## src/rtl/tmc_pkg.sv

```systemverilog
package tmc_pkg;

    typedef enum logic [1:0] {
        OP_LD_DATA = 2'b00,
        OP_ST_DATA = 2'b01,
        OP_LD_CAP  = 2'b10,
        OP_ST_CAP  = 2'b11
    } tmc_op_e;

    // Decoded control for one accepted request.
    typedef struct packed {
        logic is_cap;    // capability-width access
        logic misalign;  // capability access not on a group boundary
        logic wr_data;   // data store that touches at least one byte
        logic wr_cap;    // aligned capability store
    } tmc_ctl_t;

    function automatic logic op_is_cap(input logic [1:0] op);
        return op[1];
    endfunction

    function automatic logic op_is_store(input logic [1:0] op);
        return op[0];
    endfunction

    function automatic tmc_ctl_t build_ctl(input logic valid, input logic [1:0] op,
                                           input logic lane_nonzero, input logic any_be);
        tmc_ctl_t c;
        c.is_cap   = op_is_cap(op);
        c.misalign = op_is_cap(op) && lane_nonzero;
        c.wr_data  = valid && !op_is_cap(op) && op_is_store(op) && any_be;
        c.wr_cap   = valid && op_is_cap(op) && op_is_store(op) && !lane_nonzero;
        return c;
    endfunction

endpackage

```

## src/rtl/tmc_req_decode.sv

```systemverilog
module tmc_req_decode
    import tmc_pkg::*;
#(
    parameter  int ADDR_W = 5,
    parameter  int LANE_W = 1,
    parameter  int BE_W   = 8,
    localparam int IDX_W  = ADDR_W - LANE_W
) (
    input  logic              valid,
    input  logic [1:0]        op,
    input  logic [ADDR_W-1:0] addr,
    input  logic [BE_W-1:0]   be,
    output tmc_ctl_t          ctl,
    output logic [IDX_W-1:0]  grp_idx,
    output logic [LANE_W-1:0] lane
);

    assign grp_idx = addr[ADDR_W-1:LANE_W];
    assign lane    = addr[LANE_W-1:0];

    always_comb begin
        ctl = build_ctl(valid, op, |addr[LANE_W-1:0], |be);
    end

endmodule

```

## src/rtl/tmc_data_banks.sv

```systemverilog
module tmc_data_banks #(
    parameter  int DATA_W    = 64,
    parameter  int CAP_WORDS = 2,
    parameter  int CAP_DEPTH = 16,
    localparam int CAP_W     = DATA_W * CAP_WORDS,
    localparam int BE_W      = DATA_W / 8,
    localparam int LANE_W    = $clog2(CAP_WORDS),
    localparam int IDX_W     = $clog2(CAP_DEPTH)
) (
    input  logic              clk,
    input  logic              rd_en,
    input  logic              wr_cap,
    input  logic              wr_data,
    input  logic [IDX_W-1:0]  idx,
    input  logic [LANE_W-1:0] lane,
    input  logic [BE_W-1:0]   be,
    input  logic [CAP_W-1:0]  wdata,
    output logic [CAP_W-1:0]  rd_line
);

    // One bank per lane, so a capability store writes all lanes in one cycle.
    for (genvar g = 0; g < CAP_WORDS; g++) begin : g_lane
        logic [DATA_W-1:0] bank [CAP_DEPTH];
        logic [DATA_W-1:0] rd_q;
        logic              lane_we;
        logic [BE_W-1:0]   lane_be;
        logic [DATA_W-1:0] lane_wd;

        assign lane_we = wr_cap || (wr_data && (lane == LANE_W'(g)));
        assign lane_be = wr_cap ? {BE_W{1'b1}} : be;
        assign lane_wd = wr_cap ? wdata[g*DATA_W +: DATA_W] : wdata[DATA_W-1:0];

        // Read-first: the read register takes the old contents.
        always_ff @(posedge clk) begin
            if (rd_en) begin
                rd_q <= bank[idx];
            end
            for (int b = 0; b < BE_W; b++) begin
                if (lane_we && lane_be[b]) begin
                    bank[idx][b*8 +: 8] <= lane_wd[b*8 +: 8];
                end
            end
        end

        assign rd_line[g*DATA_W +: DATA_W] = rd_q;
    end

endmodule

```

## src/rtl/tmc_tag_bits.sv

```systemverilog
module tmc_tag_bits #(
    parameter  int CAP_DEPTH = 16,
    localparam int IDX_W     = $clog2(CAP_DEPTH)
) (
    input  logic             clk,
    input  logic             rst,
    input  logic             wr_en,
    input  logic             wr_val,
    input  logic [IDX_W-1:0] idx,
    output logic             rd_tag
);

    logic [CAP_DEPTH-1:0] tags;

    always_ff @(posedge clk) begin
        if (rst) begin
            tags   <= '0;
            rd_tag <= 1'b0;
        end else begin
            rd_tag <= tags[idx];
            if (wr_en) begin
                tags[idx] <= wr_val;
            end
        end
    end

endmodule

```

## src/rtl/tagmem_ctrl.sv

```systemverilog
module tagmem_ctrl
    import tmc_pkg::*;
#(
    parameter  int DATA_W    = 64,
    parameter  int CAP_WORDS = 2,
    parameter  int CAP_DEPTH = 16,
    localparam int CAP_W     = DATA_W * CAP_WORDS,
    localparam int BE_W      = DATA_W / 8,
    localparam int LANE_W    = $clog2(CAP_WORDS),
    localparam int IDX_W     = $clog2(CAP_DEPTH),
    localparam int ADDR_W    = IDX_W + LANE_W
) (
    input  logic              clk,
    input  logic              rst,
    input  logic              req_valid,
    output logic              req_ready,
    input  logic [1:0]        req_op,
    input  logic [ADDR_W-1:0] req_addr,
    input  logic [BE_W-1:0]   req_be,
    input  logic [CAP_W-1:0]  req_wdata,
    input  logic              req_wtag,
    output logic              rsp_valid,
    output logic [CAP_W-1:0]  rsp_rdata,
    output logic              rsp_rtag,
    output logic              rsp_err
);

    tmc_ctl_t          ctl;
    logic [IDX_W-1:0]  grp_idx;
    logic [LANE_W-1:0] lane;
    logic [CAP_W-1:0]  line;
    logic              tag_rd;

    logic              v_q;
    logic              cap_q;
    logic              mis_q;
    logic [LANE_W-1:0] lane_q;

    assign req_ready = 1'b1;

    tmc_req_decode #(
        .ADDR_W (ADDR_W),
        .LANE_W (LANE_W),
        .BE_W   (BE_W)
    ) u_dec (
        .valid   (req_valid),
        .op      (req_op),
        .addr    (req_addr),
        .be      (req_be),
        .ctl     (ctl),
        .grp_idx (grp_idx),
        .lane    (lane)
    );

    tmc_data_banks #(
        .DATA_W    (DATA_W),
        .CAP_WORDS (CAP_WORDS),
        .CAP_DEPTH (CAP_DEPTH)
    ) u_banks (
        .clk     (clk),
        .rd_en   (req_valid),
        .wr_cap  (ctl.wr_cap),
        .wr_data (ctl.wr_data),
        .idx     (grp_idx),
        .lane    (lane),
        .be      (req_be),
        .wdata   (req_wdata),
        .rd_line (line)
    );

    // Any touching data store writes 0; an aligned capability store writes its tag.
    tmc_tag_bits #(
        .CAP_DEPTH (CAP_DEPTH)
    ) u_tags (
        .clk    (clk),
        .rst    (rst),
        .wr_en  (ctl.wr_cap || ctl.wr_data),
        .wr_val (ctl.wr_cap && req_wtag),
        .idx    (grp_idx),
        .rd_tag (tag_rd)
    );

    always_ff @(posedge clk) begin
        if (rst) begin
            v_q    <= 1'b0;
            cap_q  <= 1'b0;
            mis_q  <= 1'b0;
            lane_q <= '0;
        end else begin
            v_q    <= req_valid;
            cap_q  <= ctl.is_cap;
            mis_q  <= ctl.misalign;
            lane_q <= lane;
        end
    end

    always_comb begin
        rsp_valid = v_q;
        rsp_rdata = '0;
        rsp_rtag  = 1'b0;
        rsp_err   = 1'b0;
        if (v_q) begin
            if (mis_q) begin
                rsp_err = 1'b1;
            end else if (cap_q) begin
                rsp_rdata = line;
                rsp_rtag  = tag_rd;
            end else begin
                rsp_rdata[DATA_W-1:0] = line[lane_q*DATA_W +: DATA_W];
            end
        end
    end

endmodule

```

## config.mk

```make
export PLATFORM = sky130hd
export DESIGN_NAME = tagmem_ctrl
export DESIGN_NICKNAME = d
export VERILOG_FILES = /design/src/rtl/tmc_pkg.sv /design/src/rtl/tmc_req_decode.sv /design/src/rtl/tmc_data_banks.sv /design/src/rtl/tmc_tag_bits.sv /design/src/rtl/tagmem_ctrl.sv
export SDC_FILE = /design/constraint.sdc
export NUM_CORES = 2
export LEC_CHECK = 0
export BUFFER_PORTS_ARGS = -buffer_cell sky130_fd_sc_hd__buf_2
export CORE_MARGIN = 8
export CORE_UTILIZATION = 55
export DETAILED_ROUTE_END_ITERATION = 16
export PLACE_DENSITY = 0.69
export REMOVE_ABC_BUFFERS = 1
export SETUP_SLACK_MARGIN = 0.4
export SLEW_MARGIN = 20
export SYNTH_ARGS = -nofsm -noshare
export SYNTH_HDL_FRONTEND = slang
export SYNTH_HIERARCHICAL = 1
export SYNTH_SLANG_ARGS = --single-unit
export TNS_END_PERCENT = 100
```

## constraint.sdc

```tcl
create_clock -name clk -period 2.8 [get_ports clk]
set_input_delay 0.42 -clock clk [delete_from_list [all_inputs] [get_ports clk]]
set_output_delay 0.42 -clock clk [all_outputs]
set_load 0.02 [all_outputs]
```

### Yosys cells after proc, flatten, opt, wreduce, memory -nomap -nowiden

Memory sizes are Yosys's and may differ from the RTL's. A register that Yosys moved wholly into a read port is not among the register bits.
Cells that the tools add are included.

* flip-flop bits (word level): 21
* memory bits (writable): 2048
* output and inout port bits: 132
* word-level logic and storage cells: 93
* memories: 2

* magnitude comparators: 2
* shift-type cells: 1
* multiplexer cells: 48
* bitwise gates (word level): 1
* reduce and logical (&&, ||, !) cells: 33

Memory list
* u_banks.g_lane[0].bank: depth 16, width 64, read ports 1, clocked after Yosys merged registers in 1, write ports 1, line tmc_data_banks.sv:23 `logic [DATA_W-1:0] bank [CAP_DEPTH];`
* u_banks.g_lane[1].bank: depth 16, width 64, read ports 1, clocked after Yosys merged registers in 1, write ports 1, line tmc_data_banks.sv:23

Operators with widths (number)
* $mux W128: 2
* $mux W64: 3
* $shiftx A128 B8 Y64: 1
* $mux W1: 39
* $logic_and A1 B1 Y1: 27
* $bwmux W16: 1
* $mux W8: 1
* $reduce_or A8 Y1: 1
* $lt A4 B5 Y1 const B: 1
* $bmux W1 S4: 1
* $demux W1 S4: 1
* $ge A4 B1 Y1 const B: 1
* $logic_or A1 B1 Y1: 3
* $logic_not A1 Y1: 2
* $not A1 Y1: 1

### Logic depth before layout (Yosys ltp)

* word-level depth: 9
* mapped depth: 8
* depth with buffers taken out: 7

### By module

Netlist, hierarchy kept.

Modules (own cells, without submodules)
* tmc_data_banks: instances 1, cells each 3651, area each 82690.6 µm², sequential area each 65342.7 µm²
* tagmem_ctrl: instances 1, cells each 309, area each 1546.5 µm², sequential area each 80.1 µm²
* tmc_tag_bits: instances 1, cells each 105, area each 858.3 µm², sequential area each 340.3 µm²
* tmc_req_decode: instances 1, cells each 12, area each 82.6 µm², sequential area each 0.0 µm²

### Worst setup path before layout

No wires, ideal clock.

* kind: input to register
* from: input port req_op[0]
* to: memory u_banks.g_lane[1].bank[10][0], enable pin
* data arrival time: 2.025 ns
* data required time: 2.430 ns
* slack: 0.405 ns
* cell stages on the path: 7
* path through: nand2_1 -> nor3b_1 -> clkbuf_1 -> clkbuf_1 -> a21oi_1 -> clkbuf_1 -> nor2_1

RTL lines
* from (decl): line tagmem_ctrl.sv:17 `input logic [1:0] req_op,`
* to (decl): line tmc_data_banks.sv:23

### Final worst setup path

* from: register cap_q
* to: output port rsp_rdata[11]

* word-level cells in the longest chain between the ends: 3

Ends and longest elaborated chain
* from (decl): line tagmem_ctrl.sv:35 `logic cap_q;`
* from (signal assigned): line tagmem_ctrl.sv:91 `cap_q <= ctl.is_cap;`
* $mux W64: line tagmem_ctrl.sv:105 `end else if (cap_q) begin`
* $mux W128: line tagmem_ctrl.sv:103 `if (mis_q) begin`
* $mux W128: line tagmem_ctrl.sv:102 `if (v_q) begin`
* to (decl): line tagmem_ctrl.sv:23 `output logic [CAP_W-1:0] rsp_rdata,`

No other way between the ends.

==> results.json <==
{
  "synth_top_family_by_area": "multiplexers",
  "p_leak_nw": 33.9,
  "netSwitchingFraction_pct": 21.4,
  "area_growth_pct": 19.3,
  "max-slew-margin-rel_pct": 31.2,
  "clkTransAtPathRegs_ns": 0.06,
  "net-switching-power_w": 0.0148,
  "async_flop_share_pct": 0,
  "placed_cells": 6569,
  "hpwl_mm": 143,
  "grt_pass1_vias": 45200,
  "rsz0062_at_grt": "true",
  "ys_seq_area_share_pct": 77.2,
  "layout_setup_ws_ns": 0.123,
  "place_congestion": 0.837,
  "ys.flop_type": "edfxtp_1",
  "ys_top_cells_by_area": "edfxtp_1, mux4_2, mux4_1",
  "dieHeight_um": 410,
  "hold_end": "u_banks/g_lane[0].bank[3][19]$_DFFE_PP_",
  "final_max_slew_viol_count": 0,
  "grt_pass1_wl_mm": 325,
  "drc": 0,
  "synth_mux_area_share_pct": 15.0,
  "die-area_um2": 168000,
  "antenna_left": 0,
  "core_area_um2": 154000,
  "dr_wl_met3_mm": 22.3,
  "via_per_inst": 6.30,
  "hold-worst-slack_ns": 0.0697,
  "clock.fmax_mhz": 374,
  "fin_crit_ns": 2.68,
  "cts_sinks": 2197,
  "finalHoldViolCount": 0,
  "netlist-cell-type-count": 37,
  "worst_pin_slew_ns": 1.03,
  "power_density_nw_per_um2": 680,
  "hold_depth": 2,
  "final_nets": 4991,
  "yosys_warnings": 6,
  "clk_latency_ns": 0.83,
  "pwr-share-seq_pct": 53.2,
  "cp.required_ns": 2.38,
  "rrSetupSlack_ns": 1.01,
  "synth-simple-area-share_pct": 3.23,
  "irDropWorstVdd_uv": 619,
  "via_count": 44600,
  "drt_first_pass_iters": 5,
  "final_core_util_pct": 66.1,
  "cp-end-kind": "output pin",
  "htree_levels": 4,
  "routed_wl_mm": 228,
  "synth_compound_area_share_pct": 2.89,
  "finClkSkew_ns": 0.0293,
  "yosysTopAreaCell": "edfxtp_1",
  "met2_length_mm": 112,
  "layout_commonest_cell": "edfxtp_1",
  "cp.arrival_ns": 2.26,
  "hold_path.class": "input pin to register",
  "rr_worst_depth": 3,
  "power_frac_comb_pct": 6.0,
  "yosysTopAreaCellShare_pct": 76.7,
  "numCtsBuffers": 212,
  "critPathLaunchType": "register",
  "min_from": "req_wdata[19]",
  "stdcell_count": 7077,
  "grt_antenna_before_repair": 26,
  "syn-cell-area_um2": 85200,
  "avgSynthCellArea_um2": 20.9,
  "synth_seq_cells": 2197,
  "grtUsageTotal_pct": 26.8,
  "synth-xor-area-share_pct": 0,
  "root_buffer": "clkbuf_16",
  "drt-met1-wl_mm": 86.1,
  "p_total_w": 0.0691,
  "pin_count": 279,
  "routed.top_layer": "met5",
  "synthAdderAreaFrac_pct": 0,
  "io_buffers": 277,
  "wl_per_cell_um": 32.2,
  "die_x_um": 410,
  "startpoint": "cap_q$_SDFF_PP0_",
  "syn_inst": 4077,
  "clockPowerShare_pct": 40.8,
  "grt.overflow.total": 0,
  "drt-initial-drc-count": 5659,
  "fin_crit_sh_pct": 95.6,
  "path_max_fanout": 8,
  "worstSetupPathType": "register to output pin",
  "pre_cts_slack_ns": -0.726,
  "synth-edff-count": 2176,
  "power.internal_w": 0.0544,
  "fp-row-count": 144,
  "r2r_end": "u_banks/g_lane[1].rd_q[41]$_DFFE_PP_",
  "start_util_pct": 55.4,
  "drive_gt1_share_pct": 34.4,
  "maxCapViolations": 0,
  "grt_max_degree": 129,
  "setup_viol": 0,
  "status": "finished clean",
  "cts_buffer_depth": 3,
  "cts_tree": "yes",
  "final_cell_mix": "edfxtp_1, buf_4, mux4_2",
  "rr_startpoint": "u_banks/g_lane[1].bank[1][41]$_DFFE_PP_"
}
[worst max path at each step]
stage / end / slack, ns / cells after the start
global route: rsp_rdata[21] / 0.04 / 7
finish: rsp_rdata[11] / 0.12 / 7
detailed placement: u_banks/g_lane[1].bank[2][19]$_DFFE_PP_ / -0.73 / 9
CTS: rsp_rdata[92] / 0.12 / 3
global placement: u_banks/g_lane[1].bank[14][55]$_DFFE_PP_ / -0.91 / 8
floorplan: u_banks/g_lane[1].bank[13][56]$_DFFE_PP_ / -5.91 / 4
[cell families (layout without fill, tap and decap cells)]
logic type	Yosys count	after routing
flops	2197	2197
simple gates	663	664
mux	588	588
compound gates	360	360
buf+inv	268	1208
other cells	1	16
[per-stage QoR]
step                      setup TNS [ns]  instance area (um2)
after floorplan                        -                83800
after global placement           -571.40                91800
after detailed placement         -398.45                91800
after CTS                              0               101000
after global routing                   0               102000
final                                  0               102000
[power groups by stage]
stage / Clock [W] / Combinational, W / Sequential, W
2_1_floorplan: 0 / 0.00162 / 0.0374
3_3_place_gp: 0 / 0.00363 / 0.0374
3_5_place_dp: 0 / 0.00370 / 0.0375
4_1_cts: 0.0285 / 0.00410 / 0.0368
5_1_grt: 0.0297 / 0.00436 / 0.0368
6_report: 0.0282 / 0.00417 / 0.0368
[routing by layer]
metal	GRT usage (%)	vias up
met5	0	-
met4	8.95	6
met3	5.74	382
met2	43.3	2501
met1	36.8	23200
li1	-	18500
[worst max-delay path: stages, from the launching register on]
cell      delay, ns
dfxtp_4        0.38
nand2b_4       0.16
buf_12         0.15
buf_12         0.14
buf_16         0.19
nand2_4        0.07
a21oi_2        0.15
buf_4          0.16
[Yosys cell counts, types with 2 or more instances]
library cell and instances:
nor2_1 274, buf_1 28, nor2b_1 10, dfxtp_1 21
o21ai_0 9, nor3_1 3, nand3b_1 3, nor3b_1 2
mux2_2 66, nand2_1 283, buf_8 2, clkbuf_1 125
nor4_1 2, a22oi_1 256, and2_1 5, a21oi_1 90
mux4_1 104, buf_6 31, nand2b_1 5, buf_4 21
buf_2 58, mux2i_1 8, nand3_1 8, mux4_2 410
edfxtp_1 2176, clkbuf_2 2, and3_1 65
[area by class of cell]
class                      count  area [um2]
clock buffer                 259        5590
timing repair buffer         819        7450
fill                        9802       52200
sequential                  2197       65800
clock inverter               129        1260
tap                         2044        2560
multi-input combinational   1613       19000
antenna                       15        37.5
inverter                       1        3.75
[flip-flops by register name, summed over array words and instances, names as in the netlist]
| signal | count |
|---|---|
| u_banks/g_lane.bank | 2048 |
| lane_q | 1 |
| cap_q | 1 |
| rsp_valid | 1 |
| mis_q | 1 |
| u_tags/tags | 16 |
| u_tags/rd_tag | 1 |
| u_banks/g_lane.rd_q | 128 |
[repair_timing]
| action | CTS | global route |
|---|---|---|
| setup buffers | 20 | 3 |
| setup endpoints to repair | 257 | 853 |
| endpoints found under the hold margin | 929 | 0 |
| gates cloned | 15 | 1 |
| hold buffers | 66 | 0 |
| pin swaps | 43 | 46 |
| resized for setup | 304 | 138 |
Power figures use the tool's default switching activity.
